--- config.mk ---
export PLATFORM = sky130hd
export DESIGN_NAME = sdac_core
export DESIGN_NICKNAME = d
export VERILOG_FILES = /design/src/rtl/sdac_pkg.sv /design/src/rtl/sdac_pin_sync.sv /design/src/rtl/sdac_shift.sv /design/src/rtl/sdac_power.sv /design/src/rtl/sdac_core.sv
export SDC_FILE = /design/constraint.sdc
export NUM_CORES = 1
export LEC_CHECK = 0
export BUFFER_PORTS_ARGS = -buffer_cell sky130_fd_sc_hd__buf_2
export CAP_MARGIN = 10
export CORE_MARGIN = 2
export CORE_UTILIZATION = 45
export CTS_CLUSTER_SIZE = 24
export DETAILED_ROUTE_END_ITERATION = 12
export PLACE_DENSITY = 0.66
export SYNTH_ARGS = -nofsm -noshare
export SYNTH_HDL_FRONTEND = slang
export SYNTH_SLANG_ARGS = --single-unit
--- constraint.sdc ---
create_clock -name clk -period 2.55 [get_ports clk]
set_clock_uncertainty 0.05 [all_clocks]
set_input_delay 0.6375 -clock clk [delete_from_list [all_inputs] [get_ports clk]]
set_output_delay 0.6375 -clock clk [all_outputs]
set_load 0.01 [all_outputs]
--- src/rtl/sdac_pkg.sv ---
package sdac_pkg;
    localparam int PIN_CS   = 0;
    localparam int PIN_SCLK = 1;
    localparam int PIN_DIN  = 2;
    localparam int PIN_LDAC = 3;
    localparam int PIN_N    = 4;

    typedef enum logic [1:0] {
        PM_IDLE = 2'd0,   // no clock change seen yet
        PM_ARM0 = 2'd1,   // clock changed, no select fall since
        PM_ARM1 = 2'd2,   // clock changed, one select fall since
        PM_SHDN = 2'd3    // low-power shutdown
    } pm_state_e;
endpackage

--- src/rtl/sdac_pin_sync.sv ---
module sdac_pin_sync #(
    parameter int             W       = 4,
    parameter logic [W-1:0]   RST_VAL = '0
) (
    input  logic         clk,
    input  logic         rst_n,
    input  logic [W-1:0] pin_i,
    output logic [W-1:0] lvl_o
);
    typedef struct packed {
        logic [W-1:0] s1;
        logic [W-1:0] s2;
    } sync_t;

    sync_t r_d, r_q;

    always_comb begin
        r_d    = r_q;
        r_d.s1 = pin_i;
        r_d.s2 = r_q.s1;
    end

    always_ff @(posedge clk or negedge rst_n) begin
        if (!rst_n) begin
            r_q.s1 <= RST_VAL;
            r_q.s2 <= RST_VAL;
        end else begin
            r_q <= r_d;
        end
    end

    assign lvl_o = r_q.s2;
endmodule

--- src/rtl/sdac_shift.sv ---
module sdac_shift #(
    parameter int WORD_W = 16
) (
    input  logic              clk,
    input  logic              rst_n,
    input  logic              sel_fall_i,
    input  logic              sel_i,
    input  logic              bit_stb_i,
    input  logic              din_i,
    output logic [WORD_W-1:0] word_o,
    output logic              full_o
);
    localparam int            CW       = $clog2(WORD_W + 2);
    localparam logic [CW-1:0] FULL_CNT = CW'(WORD_W);
    localparam logic [CW-1:0] OVER_CNT = CW'(WORD_W + 1);

    typedef struct packed {
        logic [WORD_W-1:0] sh;
        logic [CW-1:0]     cnt;
    } shift_t;

    shift_t r_d, r_q;

    always_comb begin
        r_d = r_q;
        if (sel_fall_i) begin
            r_d.sh  = '0;
            r_d.cnt = '0;
        end else if (sel_i && bit_stb_i) begin
            r_d.sh = {r_q.sh[WORD_W-2:0], din_i};
            if (r_q.cnt != OVER_CNT) begin
                r_d.cnt = r_q.cnt + 1'b1;
            end
        end
    end

    always_ff @(posedge clk or negedge rst_n) begin
        if (!rst_n) begin
            r_q <= '0;
        end else begin
            r_q <= r_d;
        end
    end

    assign word_o = r_q.sh;
    assign full_o = (r_q.cnt == FULL_CNT);
endmodule

--- src/rtl/sdac_power.sv ---
module sdac_power
    import sdac_pkg::*;
#(
    parameter int WAKE_CYCLES = 2500
) (
    input  logic clk,
    input  logic rst_n,
    input  logic sel_fall_i,
    input  logic sclk_chg_i,
    output logic shutdown_o,
    output logic ready_o
);
    localparam int            WW      = $clog2(WAKE_CYCLES + 1);
    localparam logic [WW-1:0] WAKE_LD = WW'(WAKE_CYCLES);

    typedef struct packed {
        pm_state_e     st;
        logic [WW-1:0] wcnt;
    } pwr_t;

    pwr_t r_d, r_q;

    always_comb begin
        r_d = r_q;
        if (r_q.wcnt != '0) begin
            r_d.wcnt = r_q.wcnt - 1'b1;
        end
        unique case (r_q.st)
            PM_IDLE: begin
                if (sclk_chg_i) r_d.st = PM_ARM0;
            end
            PM_ARM0: begin
                if (sclk_chg_i)      r_d.st = PM_ARM0;
                else if (sel_fall_i) r_d.st = PM_ARM1;
            end
            PM_ARM1: begin
                if (sclk_chg_i) begin
                    r_d.st = PM_ARM0;
                end else if (sel_fall_i) begin
                    r_d.st   = PM_SHDN;
                    r_d.wcnt = '0;
                end
            end
            PM_SHDN: begin
                r_d.wcnt = '0;
                if (sclk_chg_i) begin
                    r_d.st   = PM_ARM0;
                    r_d.wcnt = WAKE_LD;
                end else if (sel_fall_i) begin
                    r_d.st   = PM_IDLE;
                    r_d.wcnt = WAKE_LD;
                end
            end
            default: r_d.st = PM_IDLE;
        endcase
    end

    always_ff @(posedge clk or negedge rst_n) begin
        if (!rst_n) begin
            r_q.st   <= PM_IDLE;
            r_q.wcnt <= '0;
        end else begin
            r_q <= r_d;
        end
    end

    assign shutdown_o = (r_q.st == PM_SHDN);
    assign ready_o    = (r_q.st != PM_SHDN) && (r_q.wcnt == '0);
endmodule

--- src/rtl/sdac_core.sv ---
module sdac_core
    import sdac_pkg::*;
#(
    parameter int WORD_W         = 16,
    parameter int WAKE_CYCLES    = 2500,
    parameter bit MIDSCALE_RESET = 1'b1
) (
    input  logic              clk,
    input  logic              rst_n,
    input  logic              cs_n_i,
    input  logic              sclk_i,
    input  logic              din_i,
    input  logic              ldac_n_i,
    output logic [WORD_W-1:0] dac_code_o,
    output logic              shutdown_o,
    output logic              ready_o,
    output logic              ldac_err_o
);
    localparam logic [WORD_W-1:0] RST_CODE =
        MIDSCALE_RESET ? {1'b1, {(WORD_W-1){1'b0}}} : '0;
    localparam logic [PIN_N-1:0]  PIN_IDLE = PIN_N'(4'b1001);

    typedef struct packed {
        logic              cs_p;
        logic              sclk_p;
        logic              ldac_p;
        logic              err;
        logic [WORD_W-1:0] latch;
        logic [WORD_W-1:0] dac;
    } core_t;

    core_t r_d, r_q;

    logic [PIN_N-1:0]  pin_lvl;
    logic              cs_hi, sclk_lvl, din_lvl, ldac_lvl;
    logic              cs_fall, cs_rise, sclk_rise, sclk_chg, ldac_fall;
    logic [WORD_W-1:0] word;
    logic              word_full;
    logic              frame_ok;

    sdac_pin_sync #(
        .W       (PIN_N),
        .RST_VAL (PIN_IDLE)
    ) u_sync (
        .clk   (clk),
        .rst_n (rst_n),
        .pin_i ({ldac_n_i, din_i, sclk_i, cs_n_i}),
        .lvl_o (pin_lvl)
    );

    assign cs_hi     = pin_lvl[PIN_CS];
    assign sclk_lvl  = pin_lvl[PIN_SCLK];
    assign din_lvl   = pin_lvl[PIN_DIN];
    assign ldac_lvl  = pin_lvl[PIN_LDAC];

    assign cs_fall   = r_q.cs_p & ~cs_hi;
    assign cs_rise   = ~r_q.cs_p & cs_hi;
    assign sclk_rise = ~r_q.sclk_p & sclk_lvl;
    assign sclk_chg  = r_q.sclk_p ^ sclk_lvl;
    assign ldac_fall = r_q.ldac_p & ~ldac_lvl;

    sdac_shift #(
        .WORD_W (WORD_W)
    ) u_shift (
        .clk        (clk),
        .rst_n      (rst_n),
        .sel_fall_i (cs_fall),
        .sel_i      (~cs_hi),
        .bit_stb_i  (sclk_rise),
        .din_i      (din_lvl),
        .word_o     (word),
        .full_o     (word_full)
    );

    sdac_power #(
        .WAKE_CYCLES (WAKE_CYCLES)
    ) u_power (
        .clk        (clk),
        .rst_n      (rst_n),
        .sel_fall_i (cs_fall),
        .sclk_chg_i (sclk_chg),
        .shutdown_o (shutdown_o),
        .ready_o    (ready_o)
    );

    assign frame_ok = cs_rise & word_full & ~r_q.err;

    always_comb begin
        r_d        = r_q;
        r_d.cs_p   = cs_hi;
        r_d.sclk_p = sclk_lvl;
        r_d.ldac_p = ldac_lvl;

        if (cs_fall) begin
            r_d.err = 1'b0;
        end else if (ldac_fall && !cs_hi) begin
            r_d.err = 1'b1;
        end

        if (frame_ok) begin
            r_d.latch = word;
        end

        if (frame_ok && !ldac_lvl) begin
            r_d.dac = word;
        end else if (ldac_fall && cs_hi) begin
            r_d.dac = r_q.latch;
        end
    end

    always_ff @(posedge clk or negedge rst_n) begin
        if (!rst_n) begin
            r_q.cs_p   <= PIN_IDLE[PIN_CS];
            r_q.sclk_p <= PIN_IDLE[PIN_SCLK];
            r_q.ldac_p <= PIN_IDLE[PIN_LDAC];
            r_q.err    <= 1'b0;
            r_q.latch  <= RST_CODE;
            r_q.dac    <= RST_CODE;
        end else begin
            r_q <= r_d;
        end
    end

    assign dac_code_o = r_q.dac;
    assign ldac_err_o = r_q.err;
endmodule

After elaboration in Yosys (flattened, before gate mapping) --
Cells that the tools add are included.
Word-level totals: register bits after elaboration 79, bits of input ports 6, output and inout port bits 19
Cells by class: add/subtract/negate cells 2, equal/unequal tests 10, mux-type cells 18, bitwise gates (word level) 12, reductions and logical operators 16
Operators with widths (number):
- $mux W14 | 3
- $mux W21 | 2
- $mux W16 | 2
- $mux W12 | 2
- $pmux W12 S2 | 1
- $logic_not A12 Y1 | 1
- $reduce_bool A12 Y1 | 1
- $sub A12 B1 Y12 const B | 1
- $mux W2 | 4
- $pmux W2 S4 | 1
- $reduce_bool A2 Y1 | 4
- $and A1 B1 Y1 | 6
- $ne A3 B3 Y1 const B | 2
- $add A5 B1 Y5 const B | 1
- $eq A5 B5 Y1 const B | 1
- $logic_and A1 B1 Y1 | 5
- $mux W5 | 1
- $ne A5 B5 Y1 const B | 1
- $not A1 Y1 | 5
- $eq A2 B2 Y1 const B | 2
- $ne A2 B2 Y1 const B | 2
- $reduce_and A4 Y1 | 1
- $ne A3 B1 Y1 const B | 1
- $eq A2 B1 Y1 const B | 1
- 5 further kinds | 7

Longest topological paths before layout --
Gate-level depths: netlist (run 1).
word-level depth 6, gate-level depth with buffers 8, mapped depth without buffers 6

Modules after synthesis --
From an unflattened synthesis (run 1), not the netlist that was laid out.
Unflattened totals: cell total of the unflattened synthesis 381, area, all modules 3782.4 sq um
By module, submodules not included:
- sdac_core | instances 1, cells each 171, area an instance 1700.4 sq um
- sdac_shift | instances 1, cells each 119, area an instance 1068.5 sq um
- sdac_power | instances 1, cells each 83, area an instance 808.3 sq um
- sdac_pin_sync | instances 1, cells each 8, area an instance 205.2 sq um

Worst setup path before layout (run 1) --
No wires, ideal clock.
kind register to output, start reg u_power.r_q[0] in the netlist's numbering, end out ready_o, arrival time 1.501 ns, setup slack 0.362 ns, cell stages (with the launch flop) 6, path buffers 0, path through dfrtp_1 -> inv_1 -> ha_1 -> nor4b_1 -> nand3_1 -> nor2_1
Between the ends: cells in the longest elaborated chain, start to end 2
RTL lines:
- from (decl) | RTL line sdac_power.sv:21 | pwr_t r_d, r_q;
- from (signal assigned) | RTL line sdac_power.sv:63 | r_q <= r_d;
- $logic_not A12 Y1 | RTL line sdac_power.sv:68 | assign ready_o = (r_q.st != PM_SHDN) && (r_q.wcnt == '0);
- $logic_and A1 B1 Y1 | RTL line sdac_power.sv:68
- to (decl) | RTL line sdac_core.sv:16 | output logic ready_o,
Every way passes these cells.

Worst setup path in the final report (run 1) --
Ends and elaborated chain as after synthesis.

==> results.cfg, run 1 <==
[placed_design]
dp_cells = 439
port_buffers = 24
routabilityCongestion = 0.805
place_hpwl_um = 4180

[cts]
hold_buffers = 0
clock_latency_ns = 0.35
numCtsBuffers = 9
clock-sinks = 79
cts_tree = done
root_buffer = clkbuf_8
clkTransAtPathRegs_ns = 0.08
h-tree-depth = 3
cts_buffer_depth = 2

[sta]
period_share_pct = 93.7
rsz0062_at_grt = no
hold_viol_final = 0
tightest_slew_ns = 0.508
slew_viol_final = 0
fmax_ghz = 0.418
finalSetupViolations = 0
slew_headroom_pct = 65.8
fin_crit_ns = 2.39
timing.setup.tns_ns = 0

[global_routing]
grt_max_degree = 36
grt_pass1_wl_um = 10500
antenna_found_initial = 0
grt_pass1_vias = 2217
grt_usage_pct = 15.7
overflow = 0

[critical_path]
path_class = register to output pin
crit_arrival_ns = 1.70
start_kind = register
cp_max_fo = 4
critical_path.endpoint_type = output pin
cp.required_ns = 1.86

[yosys]
synth_area_leaders = dfrtp_1 50%, dfstp_2 5.9%, nand2_1 5.4%, mux2i_1 5.3%, mux2_2 5.1%
ys.flop_type = dfrtp_1
synth.distinct_cells = 40
synth_simple_gate_area_share_pct = 15.4
synth_area_per_cell_um2 = 10.7
synth_compound_area_share_pct = 9.45
yosys_warnings = 0
synth_top_family_by_area = simple AND/OR/NAND/NOR gates
synth_seq_cells = 79
synth_nets = 343
synth_cells = 332
muxShareOfSynthArea_pct = 10.4
synthAdderAreaFrac_pct = 1.76
ys_async_sr_fraction_pct = 100
synth_top_area_share_pct = 49.9
yosysSeqAreaShare_pct = 55.8
synth_top_area_cell = dfrtp_1
synth_edf_count = 0
netlist_area_um2 = 3560
synth-xor-area-share_pct = 1.48

[final_layout]
diodes = 0
regArea_um2 = 1990
multiInputGateArea_um2 = 1400
nets = 361
syn2layout_area_growth_pct = 11.0
drive_gt1_share_pct = 23.4
num-fill-cells = 693
final_cell_count_no_fill = 457

[floorplanning]
die_h_um = 93.0
row_count = 32
start_util_pct = 46.3
die_w_um = 93.0
dieArea_um2 = 8640
pin_count = 25
core_um2 = 7690

[routing]
drt_iter0_markers = 102
first_pass_iters = 4
remaining_drc_errors = 0
post_drt_wl_per_cell_um = 13.8
vias_per_cell = 5.11
totalWireLength_um = 6290
vias = 2337
ant_nets = 0

[power]
power_density_nw_per_um2 = 772
ir_drop_mv = 0.451
p_leak_uw = 0.00194

[outcome]
outcome = completed

[min_path]
min_path_type = input port to asynchronous set/reset pin

[job]
cap_violations = 0
through the flow:
stage	worst slack, ns	utilization (%)	hold slack [ns]	power [uW]	area [um2]
5_1_grt	0.0539	51.4	0.182	3240	3960
4_1_cts	0.0111	51.0	0.183	3050	3920
6_report	0.160	51.4	0.182	3050	3960
2_1_floorplan	0.362	-	0.281	1910	3560
3_5_place_dp	0.271	48.3	0.287	2090	3710
3_3_place_gp	0.397	48.3	0.284	2070	3710
kinds of logic (layout without fill, tap and decap cells):
kind of cell,count (synthesis),in the layout
and+or+nand+nor,108,108
AOI/OAI and AO/OA,62,62
buffers and inverters,37,60
muxes,35,35
adders and majority gates,5,5
DFF,79,79
xor gates and xnor gates,6,6
flip-flops by register name, indices dropped and copies added (netlist names):
name / flops
dac_code_o: 16
ldac_err_o: 1
r_q: 19
u_power.r_q: 14
u_shift.r_q: 5
u_shift.word_o: 16
u_sync.lvl_o: 4
u_sync.r_d: 4
cell usage in the layout, fill, tap and decap left out, types with 2 or more instances in the layout:
master	synthesis	layout
ha_1	5	5
and2_1	2	2
nand4_1	3	3
inv_6	0	2
xor2_1	2	2
nor3b_1	2	2
o21ai_0	30	30
dfstp_2	8	8
nand3b_1	2	2
nor4_1	5	5
nand2_1	51	51
clkbuf_8	0	9
buf_4	16	13
a21oi_1	23	23
mux2i_1	19	19
xnor2_1	4	4
buf_2	5	23
a211oi_1	2	2
nor2_1	11	11
and3b_1	2	2
dfrtp_1	71	71
o21a_1	2	2
or3_1	4	4
nand2b_1	5	5
nor2b_1	11	11
mux2_2	16	16
inv_1	8	8
clkinvlp_4	0	2
path summary, 6_finish.rpt:
check | from | to | slack, ns | cells past startpoint
max in group asynchronous | rst_n | dac_code_o[15] | 1.62 | 2
min in group clk | u_sync.r_d[1] | u_sync.lvl_o[1] | 0.30 | 0
min reg2reg | u_sync.r_d[1] | u_sync.lvl_o[1] | 0.30 | 0
max | u_power.r_q[0] | ready_o | 0.16 | 6
min | rst_n | r_q[18] | 0.18 | 1
max reg2reg | u_power.r_q[0] | u_power.r_q[10] | 0.56 | 6
cells in the mapped netlist, types with 2 or more instances:
cell type  count
dfrtp_1       71
inv_1          8
a21oi_1       23
mux2i_1       19
buf_4         16
and3b_1        2
o21a_1         2
nor2_1        11
buf_2          5
mux2_2        16
nand3_1        2
nand2_1       51
dfstp_2        8
nand2b_1       5
a211oi_1       2
or3_1          4
xnor2_1        4
xor2_1         2
nand3b_1       2
clkbuf_1       8
ha_1           5
and2_1         2
nand4_1        3
nor2b_1       11
nor4_1         5
o21ai_0       30
nor3b_1        2
per-layer routing:
layer  global-route usage [%]  vias to the layer above  wire, um
met1                     19.4                     1118      2910
met3                     5.56                        4       286
met5                        0                        -         0
met4                     4.90                        0        55
met2                     25.9                       53      3040
li1                         -                     1162         -
worst max-delay path, cell delays in order (launching register included):
cell     delay [ns]
dfrtp_1        0.40
inv_1          0.10
ha_1           0.21
nor4b_4        0.26
nand3_2        0.16
nor2_1         0.11
buf_2          0.13
repair_timing:
item                       in CTS  in global routing
buffers inserted                0                  2
gates resized for setup         1                  3
setup endpoints to repair       1                  1
pin swaps                       0                  1
report_power, final:
part	total, uW	internal (uW)	switching, uW
clock	940	464	476
sequential	1540	1380	160
combinational	571	271	301
area by class of cell:
cell class	count	area share, %
Tap cell	102	3.23
Multi-Input combinational cell	216	35.3
Clock inverter	7	1.99
Timing Repair Buffer	36	5.38
Sequential cell	79	50.2
Clock buffer	9	3.13
Inverter	8	0.759
No activity file was read; power rests on OpenSTA's default activity.
==> run 2: changes to the inputs <==
--- a/config.mk
+++ b/config.mk
@@ -7,6 +7,7 @@
 export LEC_CHECK = 0
 export BUFFER_PORTS_ARGS = -buffer_cell sky130_fd_sc_hd__buf_2
 export CAP_MARGIN = 10
+export CORE_ASPECT_RATIO = 2
 export CORE_MARGIN = 2
 export CORE_UTILIZATION = 45
 export CTS_CLUSTER_SIZE = 24
==> results.cfg, run 2 (synthesis gave the netlist of run 1 again) <==
[global_routing]
antenna_found_initial = 0
grt_pass1_vias = 2446
grt_max_degree = 68
grt_usage_pct = 17.4
overflow = 0
grt_pass1_wl_um = 11400

[final_layout]
multiInputGateArea_um2 = 1390
num-fill-cells = 723
drive_gt1_share_pct = 22.4
diodes = 0
nets = 358
fin_util_pct = 52.9
regArea_um2 = 1990
final_cell_mix = 71 x dfrtp_1, 51 x nand2_1, 30 x o21ai_0
syn2layout_area_growth_pct = 13.7
regMostFlops = r_q
stdcell_area_um2 = 4050
final_common_cell = dfrtp_1
largest_reg_flops = 19

[routing]
totalWireLength_um = 6660
vias_per_cell = 5.33
post_drt_wl_per_cell_um = 14.9
drt_iter0_markers = 148
ant_nets = 0
vias = 2379
first_pass_iters = 4
remaining_drc_errors = 0

[critical_path]
reg2reg_depth = 6
critical_path.endpoint_type = output pin
path_cells = inv_1, ha_1, nor4b_4, nand3_2, nor2_1, buf_2
start_kind = register
r2r_slack_ns = 0.48
cp_max_fo = 6
reg2reg_to = u_power.r_q[10]
slowest_delay_ns = 0.40
crit_arrival_ns = 1.71
worstReg2RegStart = u_power.r_q[0]
path_class = register to output pin
cpMaxStageDelayCell = dfrtp_1
cp.required_ns = 1.86

[placed_design]
place_hpwl_um = 4450
routabilityCongestion = 0.849
placed_area_um2 = 3710
port_buffers = 24

[sta]
slew_viol_final = 0
slew_headroom_pct = 63.0
fmax_ghz = 0.417
rsz0062_at_grt = no
finalSetupViolations = 0
timing.setup.tns_ns = 0
hold_slack_ns = 0.0936
hold_viol_final = 0
tightest_slew_ns = 0.549
period_share_pct = 94.0
fin_crit_ns = 2.40

[cts]
root_buffer = clkbuf_16
h-tree-depth = 3
numCtsBuffers = 9
clock_latency_ns = 0.33
cts_tree = done
clkTransAtPathRegs_ns = 0.06
clock-sinks = 79
hold_buffers = 0
cts_buffer_depth = 2

[floorplanning]
pin_count = 25
core_um2 = 7660
row_count = 45
dieArea_um2 = 8690
start_util_pct = 46.5
die_h_um = 130
die_w_um = 66.9

[power]
p_total_uw = 3520
ir_drop_mv = 0.576
p_leak_uw = 0.00199
power_density_nw_per_um2 = 870

[min_path]
min_path_type = input port to asynchronous set/reset pin

[job]
cap_violations = 0

[outcome]
outcome = completed
==> run 2: cell count changes in the layout (fill, tap and decap cells not counted), moves of 2 or more <==
cell        previous run  this run
buf_4                 13         9
clkbuf_16              0         9
clkbuf_8               9         1
inv_6                  2         0
clkinv_2               1         3
clkinvlp_4             2         0
==> run 2: timing repair <==
action | 4_1_cts | 5_1_grt
resized for setup | 1 | 2
buffers inserted | 0 | 0
pin swaps | 1 | 0
endpoints found under the setup margin | 1 | 1
==> run 2: area by class of cell <==
| class | count | share of cell area, % |
|---|---|---|
| tap | 94 | 2.90 |
| clock inverter | 6 | 2.07 |
| timing repair buffer | 33 | 5.00 |
| inverter | 8 | 0.741 |
| multi-input combinational | 216 | 34.3 |
| clock buffer | 10 | 5.90 |
| sequential | 79 | 49.1 |
==> run 2: report_power, final <==
group	total (uW)	switching (uW)	internal [uW]
registers	1540	159	1380
clock network	1370	494	880
logic	608	329	279
total	3520	982	2540
==> run 2: worst max path at each step <==
stage / start / end / slack, ns / cells after the start
floorplan: u_power.r_q[0] / ready_o / 0.36 / 5
global placement: u_power.r_q[0] / ready_o / 0.38 / 6
detailed placement: u_power.r_q[0] / ready_o / 0.31 / 6
CTS: u_power.r_q[0] / ready_o / 0.06 / 6
global route: u_power.r_q[8] / ready_o / 0.004 / 4
finish: u_power.r_q[0] / ready_o / 0.15 / 6
==> run 2: through the flow <==
stage          cells  setup slack, ns
3_3_place_gp     430            0.378
6_report         446            0.154
3_5_place_dp     430            0.307
4_1_cts          446           0.0615
5_1_grt          446          0.00431
2_1_floorplan    332            0.362
==> run 2: critical path, delay by kind of cell (launching register included) <==
kind | cells | cell delay, ns
and+or+nand+nor | 3 | 0.53
DFF | 1 | 0.40
buffers and inverters | 2 | 0.23
adders and majority gates | 1 | 0.21
==> run 2: routing by layer <==
| metal | track usage (%) | routed length (um) |
|---|---|---|
| met2 | 30.1 | 3550 |
| met4 | 8.76 | 191 |
| met1 | 19.2 | 2710 |
| met3 | 4.57 | 207 |
| met5 | 0 | 0 |
